<file path="src/rtl/pal_steer_pkg.sv">
package pal_steer_pkg;

  // Per-cycle decisions passed from control to datapath
  typedef struct packed {
    logic lutRd;      // LUT read this cycle
    logic dacRd;      // external DAC read this cycle
    logic hostWr;     // host write issued directly
    logic replay;     // stored write issued
    logic capture;    // load holding register from host
    logic clearPend;  // retire holding register
    logic crtWr;      // mirror writes to the DAC
    logic park;       // deep power save: strobes parked
    logic parkLevel;  // parked strobe level
  } steerCtl_t;

endpackage

</file>
<file path="src/rtl/pal_steer_ctrl.sv">
module pal_steer_ctrl
  import pal_steer_pkg::*;
#(
  parameter int ADDR_W      = 2,
  parameter int MODE_W      = 3,
  parameter int STATUS_PORT = 1,
  parameter int DEEP_FIRST  = 3
) (
  input  logic              clk,
  input  logic              rstN,
  input  logic              hostValid,
  input  logic              hostWrite,
  input  logic [ADDR_W-1:0] hostAddr,
  input  logic              cfgExtRead,
  input  logic              cfgParkHigh,
  input  logic              cfgSleep,
  input  logic              crtEnable,
  input  logic [MODE_W-1:0] powerMode,
  input  logic              pendValid,
  output steerCtl_t         ctl,
  output logic              dacSleep,
  output logic              irefEnN
);

  localparam logic [MODE_W-1:0] DEEP_CODE   = MODE_W'(DEEP_FIRST);
  localparam logic [ADDR_W-1:0] STATUS_CODE = ADDR_W'(STATUS_PORT);

  logic deep, isRead, isWrite, statusHit, replayGo;

  always_comb begin
    deep      = (powerMode >= DEEP_CODE);
    isRead    = hostValid && !hostWrite;
    isWrite   = hostValid && hostWrite;
    statusHit = (hostAddr == STATUS_CODE);
    replayGo  = !deep && pendValid && !isRead;

    ctl           = '0;
    ctl.park      = deep;
    ctl.parkLevel = cfgParkHigh;
    ctl.crtWr     = crtEnable;
    ctl.replay    = replayGo;
    ctl.lutRd     = !deep && isRead && (statusHit || !cfgExtRead);
    ctl.dacRd     = !deep && isRead && !statusHit && cfgExtRead;
    ctl.hostWr    = !deep && isWrite && !replayGo;
    ctl.capture   = isWrite && (deep || replayGo);
    ctl.clearPend = replayGo && !isWrite;
  end

  always_ff @(posedge clk) begin
    if (!rstN) begin
      dacSleep <= 1'b1;
      irefEnN  <= 1'b1;
    end else begin
      dacSleep <= (powerMode == '0 && crtEnable) ? cfgSleep : 1'b1;
      irefEnN  <= deep;
    end
  end

  p_read_beats_replay_r7 : assert property (@(posedge clk) disable iff (!rstN)
    (hostValid && !hostWrite) |-> !ctl.replay);

  p_iref_off_deep_r11 : assert property (@(posedge clk) disable iff (!rstN)
    (powerMode >= DEEP_CODE) |=> irefEnN);

  p_iref_on_normal_r11 : assert property (@(posedge clk) disable iff (!rstN)
    (powerMode < DEEP_CODE) |=> !irefEnN);

  p_sleep_forced_r10 : assert property (@(posedge clk) disable iff (!rstN)
    (powerMode != '0 || !crtEnable) |=> dacSleep);

endmodule

</file>
<file path="src/rtl/pal_steer_dp.sv">
module pal_steer_dp
  import pal_steer_pkg::*;
#(
  parameter int ADDR_W = 2,
  parameter int DATA_W = 8
) (
  input  logic              clk,
  input  logic              rstN,
  input  steerCtl_t         ctl,
  input  logic [ADDR_W-1:0] hostAddr,
  input  logic [DATA_W-1:0] hostWData,
  input  logic [DATA_W-1:0] lutRData,
  input  logic [DATA_W-1:0] dacRData,
  output logic              pendValid,
  output logic              lutWrEn,
  output logic              lutRdEn,
  output logic              dacWrN,
  output logic              dacRdN,
  output logic [ADDR_W-1:0] palAddr,
  output logic [DATA_W-1:0] palWData,
  output logic [DATA_W-1:0] hostRData
);

  logic [ADDR_W-1:0] pendAddr;
  logic [DATA_W-1:0] pendData;
  logic              rdSelExt;
  logic              doWr;

  assign doWr = ctl.replay || ctl.hostWr;

  // Single-entry holding register for deferred writes
  always_ff @(posedge clk) begin
    if (!rstN) begin
      pendValid <= 1'b0;
      pendAddr  <= '0;
      pendData  <= '0;
    end else if (ctl.capture) begin
      pendValid <= 1'b1;
      pendAddr  <= hostAddr;
      pendData  <= hostWData;
    end else if (ctl.clearPend) begin
      pendValid <= 1'b0;
    end
  end

  // Registered strobes and shared bus
  always_ff @(posedge clk) begin
    if (!rstN) begin
      lutWrEn  <= 1'b0;
      lutRdEn  <= 1'b0;
      dacWrN   <= 1'b1;
      dacRdN   <= 1'b1;
      rdSelExt <= 1'b0;
      palAddr  <= '0;
      palWData <= '0;
    end else begin
      lutWrEn  <= doWr;
      lutRdEn  <= ctl.lutRd;
      dacWrN   <= ctl.park ? ctl.parkLevel : !(doWr && ctl.crtWr);
      dacRdN   <= ctl.park ? ctl.parkLevel : !ctl.dacRd;
      rdSelExt <= ctl.dacRd;
      palAddr  <= ctl.replay ? pendAddr : hostAddr;
      palWData <= ctl.replay ? pendData : hostWData;
    end
  end

  assign hostRData = rdSelExt ? dacRData : lutRData;

  p_deep_silent_r5 : assert property (@(posedge clk) disable iff (!rstN)
    ctl.park |=> (!lutWrEn && !lutRdEn));

  p_replay_payload_r6 : assert property (@(posedge clk) disable iff (!rstN)
    ctl.replay |=> (lutWrEn && palAddr == $past(pendAddr) && palWData == $past(pendData)));

  p_pend_retired_r6 : assert property (@(posedge clk) disable iff (!rstN)
    ctl.clearPend |=> !pendValid);

  p_park_level_r9 : assert property (@(posedge clk) disable iff (!rstN)
    ctl.park |=> (dacWrN == $past(ctl.parkLevel) && dacRdN == $past(ctl.parkLevel)));

  p_lut_exclusive_r12 : assert property (@(posedge clk) disable iff (!rstN)
    !(lutWrEn && lutRdEn));

endmodule

</file>
<file path="src/rtl/pal_steer.sv">
module pal_steer
  import pal_steer_pkg::*;
#(
  parameter int ADDR_W      = 2,
  parameter int DATA_W      = 8,
  parameter int MODE_W      = 3,
  parameter int STATUS_PORT = 1,
  parameter int DEEP_FIRST  = 3
) (
  input  logic              clk,
  input  logic              rstN,
  input  logic              hostValid,
  input  logic              hostWrite,
  input  logic [ADDR_W-1:0] hostAddr,
  input  logic [DATA_W-1:0] hostWData,
  output logic [DATA_W-1:0] hostRData,
  input  logic              cfgExtRead,
  input  logic              cfgParkHigh,
  input  logic              cfgSleep,
  input  logic              crtEnable,
  input  logic [MODE_W-1:0] powerMode,
  input  logic [DATA_W-1:0] lutRData,
  input  logic [DATA_W-1:0] dacRData,
  output logic              lutWrEn,
  output logic              lutRdEn,
  output logic              dacWrN,
  output logic              dacRdN,
  output logic [ADDR_W-1:0] palAddr,
  output logic [DATA_W-1:0] palWData,
  output logic              dacSleep,
  output logic              irefEnN
);

  steerCtl_t ctl;
  logic      pendValid;

  pal_steer_ctrl #(
    .ADDR_W(ADDR_W), .MODE_W(MODE_W),
    .STATUS_PORT(STATUS_PORT), .DEEP_FIRST(DEEP_FIRST)
  ) u_ctrl (
    .clk(clk), .rstN(rstN),
    .hostValid(hostValid), .hostWrite(hostWrite), .hostAddr(hostAddr),
    .cfgExtRead(cfgExtRead), .cfgParkHigh(cfgParkHigh), .cfgSleep(cfgSleep),
    .crtEnable(crtEnable), .powerMode(powerMode),
    .pendValid(pendValid), .ctl(ctl),
    .dacSleep(dacSleep), .irefEnN(irefEnN)
  );

  pal_steer_dp #(.ADDR_W(ADDR_W), .DATA_W(DATA_W)) u_dp (
    .clk(clk), .rstN(rstN), .ctl(ctl),
    .hostAddr(hostAddr), .hostWData(hostWData),
    .lutRData(lutRData), .dacRData(dacRData),
    .pendValid(pendValid),
    .lutWrEn(lutWrEn), .lutRdEn(lutRdEn),
    .dacWrN(dacWrN), .dacRdN(dacRdN),
    .palAddr(palAddr), .palWData(palWData),
    .hostRData(hostRData)
  );

endmodule

</file>
<file path="config.mk">
export PLATFORM = sky130hd
export DESIGN_NAME = pal_steer
export DESIGN_NICKNAME = d
export VERILOG_FILES = /design/src/rtl/pal_steer_pkg.sv /design/src/rtl/pal_steer_ctrl.sv /design/src/rtl/pal_steer_dp.sv /design/src/rtl/pal_steer.sv
export SDC_FILE = /design/constraint.sdc
export NUM_CORES = 1
export LEC_CHECK = 0
export BUFFER_PORTS_ARGS = -buffer_cell sky130_fd_sc_hd__clkbuf_2
export CAP_MARGIN = 0
export CORE_ASPECT_RATIO = 0.6
export CORE_MARGIN = 8
export CORE_UTILIZATION = 31
export CTS_BUF_LIST = sky130_fd_sc_hd__clkbuf_16
export CTS_CLUSTER_SIZE = 20
export DETAILED_ROUTE_END_ITERATION = 10
export PLACE_DENSITY = 0.57
export SLEW_MARGIN = 20
export SYNTH_ARGS = -nofsm -noshare
export SYNTH_HDL_FRONTEND = slang
export SYNTH_SLANG_ARGS = --single-unit
</file>
<file path="constraint.sdc">
create_clock -name clk -period 0.9 [get_ports clk]
set_input_delay 0.135 -clock clk [delete_from_list [all_inputs] [get_ports clk]]
set_output_delay 0.135 -clock clk [all_outputs]
set_load 0.05 [all_outputs]
</file>
==> summary by stage <==
CTS
Clock latency on the worst-skew pair, taken at its later pin, is 0.25 ns. CTS built an H-tree with a depth of 1. The TritonCTS clock tree is done.

The longest clock path from root to sink contains 2 buffers. For this design, the sink count on the clock tree is 28. The number of buffers created by CTS is 3. The clock root buffer is clkbuf_16. After clock tree synthesis, the clock-pin slew on the worst setup and hold paths is 0.06 ns.

STA
The period utilization is 145%. The number of endpoints failing setup at the final stage is 19. The clock skew after layout is 0.00250 ns. Setup repair after global routing could not meet its margin everywhere. The final hold violation count was 0. At the pin with the least slew margin, the transition time is 0.402 ns.

The final critical-path setup slack is -0.407 ns. The number of max-slew violations in the final report was 0. The worst path in the final design needs a cycle of 1.31 ns, including I/O delays and setup. The worst max-slew margin expressed relative to the limit is 72.9%. Timing would allow up to 765 MHz.

Routing
The first-pass detailed-route iteration total is 4. The detailed router finished its first iteration with 33 violations. After detailed routing, the average wire length per cell comes to 14.2 µm. The post-detailed-route count of antenna-violating nets is 0.

The DRC violation count after routing is 0. The total number of vias is 977. Dividing the detail-routed via count by the number of cells gives 4.40. For this block, the routed nets add up to 3.16 mm of wire.

Synth
Summing the sequential cell areas from Yosys gives 50.2% of the chip area. The cell area after synthesis is 1120 µm². The biggest area consumer among synthesized cells is dfxtp_1.

After synthesis, the netlist uses 22 different library cells. The commonest register cell after synthesis is dfxtp_1. The area share of the largest cell type after synthesis is 50.2%. Dividing the synthesized area by the synthesized cell count gives 10.7 µm².

The number of enable flip-flop cells after synthesis is 0. Yosys attributes the largest share of cell area to dfxtp_1 (50%), mux2i_1 (19%), mux2_2 (8.1%), nand2_1 (7.4%), buf_6 (2.0%). After synthesis the netlist holds a flip-flop and latch count of 28. The share of async-settable or async-resettable flops after synthesis is 0%.

Ranked by instance count, the synthesized netlist is headed by dfxtp_1 (28), nand2_1 (22), mux2i_1 (21). The Yosys step of the flow raised 0 warnings. The most common cell in the synthesized netlist is dfxtp_1. Synthesis produced 104 cells. The synthesized net count is 141.

Setup path
The critical path capture point type is an output port. Data on the critical path arrives at its endpoint at 1.17 ns. The worst setup path is of the register to output port kind. The kind of launch point of the worst setup path is a register. The required arrival time at the worst endpoint is 0.76 ns. The largest fanout on the critical path is 8.

Cells and area
The repair_antennas step left the layout with diodes totalling 0. The filler cell count is 312. In the final layout, the share of cells above drive strength 1 is 60.6%.

The final net count is 213. The final standard cell count with taps included and fillers excluded is 222. The growth of design area from synthesis to finish is 77.0%.

Power
After layout, the design draws a total of 3.05 mW. The total leakage power is 0.934 nW. The areal power density over the cells is 1540 nW/µm².

The worst-case vdd ir drop is 0.00108 V.

Floorplanning
The core region is 3550 µm². The floorplan step defined a die boundary enclosing 5840 µm². The count of standard-cell rows is 17.

The floorplan step set the die width to 93.5 µm. The die is 62.5 µm tall. 61 I/O pins were placed. The starting density of the core is 31.4%.

Job
Across the run, the number of max-cap violations was 0.

GRT
Global routing consumed, over all layers together, 11.0% of the routing resources. The global-route congestion overflow total is 0. The via count of the first global-routing pass is 1,093.

The initial antenna violation count was 0. The wire length of the first global-routing pass is 5.11 mm. Entering global routing, the biggest net connects 21 pins.

Status
The final reports fail on setup timing. The run finished, with violations left.

Place
Once detailed placement completed, the half-perimeter wirelength came to 2.34 mm. The congestion estimate from routability-driven global placement came to 0.704. The port buffer count is 60.

After detailed placement, the design holds a cell count of 213. At the placement stage, the worst setup path has a slack of -0.259 ns.

Hold path
The worst hold path class is input pin to register.
==> logic make-up (layout without fill, tap and decap cells) <==
family,count (synthesis),count (layout),synth area share [%]
flops,28,28,50.2
simple gates,32,32,13.1
buf+inv,8,79,4.48
compound gates,7,7,5.27
mux,29,29,26.9
==> placed cells by master, fill, tap and decap left out, drive strengths merged <==
cell type,synthesis,final
nand3b,1,1
nand2,22,22
nor2b,2,2
clkinv,0,1
inv,2,2
nor4b,1,1
nand3,1,1
buf,6,37
a21oi,3,3
dfxtp,28,28
a31oi,1,1
nand2b,1,1
mux2,8,8
nor2,2,2
nand4b,1,1
o21ba,1,1
o21a,1,1
nor3b,1,1
mux2i,21,21
o21ai,1,1
clkbuf,0,39
==> registers in the layout (all words and copies together), names as in the netlist <==
name,flops
u_dp.dacWrN,1
u_dp.lutRdEn,1
u_dp.rdSelExt,1
u_dp.palAddr,2
u_dp.pendValid,1
u_dp.palWData,8
u_ctrl.dacSleep,1
u_dp.lutWrEn,1
u_dp.pendData,8
u_dp.dacRdN,1
u_ctrl.irefEnN,1
u_dp.pendAddr,2
==> path summary, 6_finish.rpt <==
path	startpoint	to	slack [ns]	cells past startpoint
max	u_dp.rdSelExt	hostRData[4]	-0.41	2
min reg2reg	u_dp.pendData[5]	u_dp.palWData[5]	0.46	2
max reg2reg	u_dp.pendValid	u_dp.pendData[4]	-0.22	5
min	cfgSleep	u_ctrl.dacSleep	0.07	2
==> critical path, stage by stage (launching register included) <==
cell and delay [ns]:
dfxtp_4 0.43, mux2_4 0.33, buf_8 0.15
==> final cells by class <==
type	count	area, µm²	area share [%]
Sequential cell	28	586	29.6
Timing Repair Buffer	73	669	33.9
Multi-Input combinational cell	68	573	29.0
Tap cell	47	58.8	2.98
Inverter	2	10.0	0.507
Clock buffer	3	75.1	3.80
Clock inverter	1	3.75	0.190
==> layer usage <==
metal,track usage (%),wire length (µm)
met5,0,0
met4,4.79,78
met3,3.60,212
met2,19.9,1620
met1,11.1,1250
==> report_power, final <==
group / internal, mW / switching [mW] / total [mW] / leakage, nW
combinational: 0.349 / 0.388 / 0.736 / 0.662
clock: 0.594 / 0.381 / 0.975 / 0.0385
sequential: 1.30 / 0.0360 / 1.34 / 0.233
==> metrics by stage <==
stage          hold WS [ns]  util [%]  TNS (ns)  instance area (µm²)
4_1_cts              0.0685      53.2     -4.71                 1890
6_report             0.0677      55.6     -4.71                 1980
3_3_place_gp          0.322      43.3     -4.35                 1540
3_5_place_dp          0.335      43.3     -4.94                 1540
2_1_floorplan         0.241         -    -0.726                 1150
5_1_grt              0.0648      55.6     -5.68                 1980
==> repair_timing <==
item                                    in CTS  in global routing
hold buffers                                 0                  0
setup buffers                                2                  2
endpoints found under the hold margin        0                  0
gates cloned                                 1                  1
gates resized for setup                     56                 47
pin swaps                                    2                  2
endpoints found under the setup margin      37                 38
Note: power is estimated with default switching activity, not from simulation.
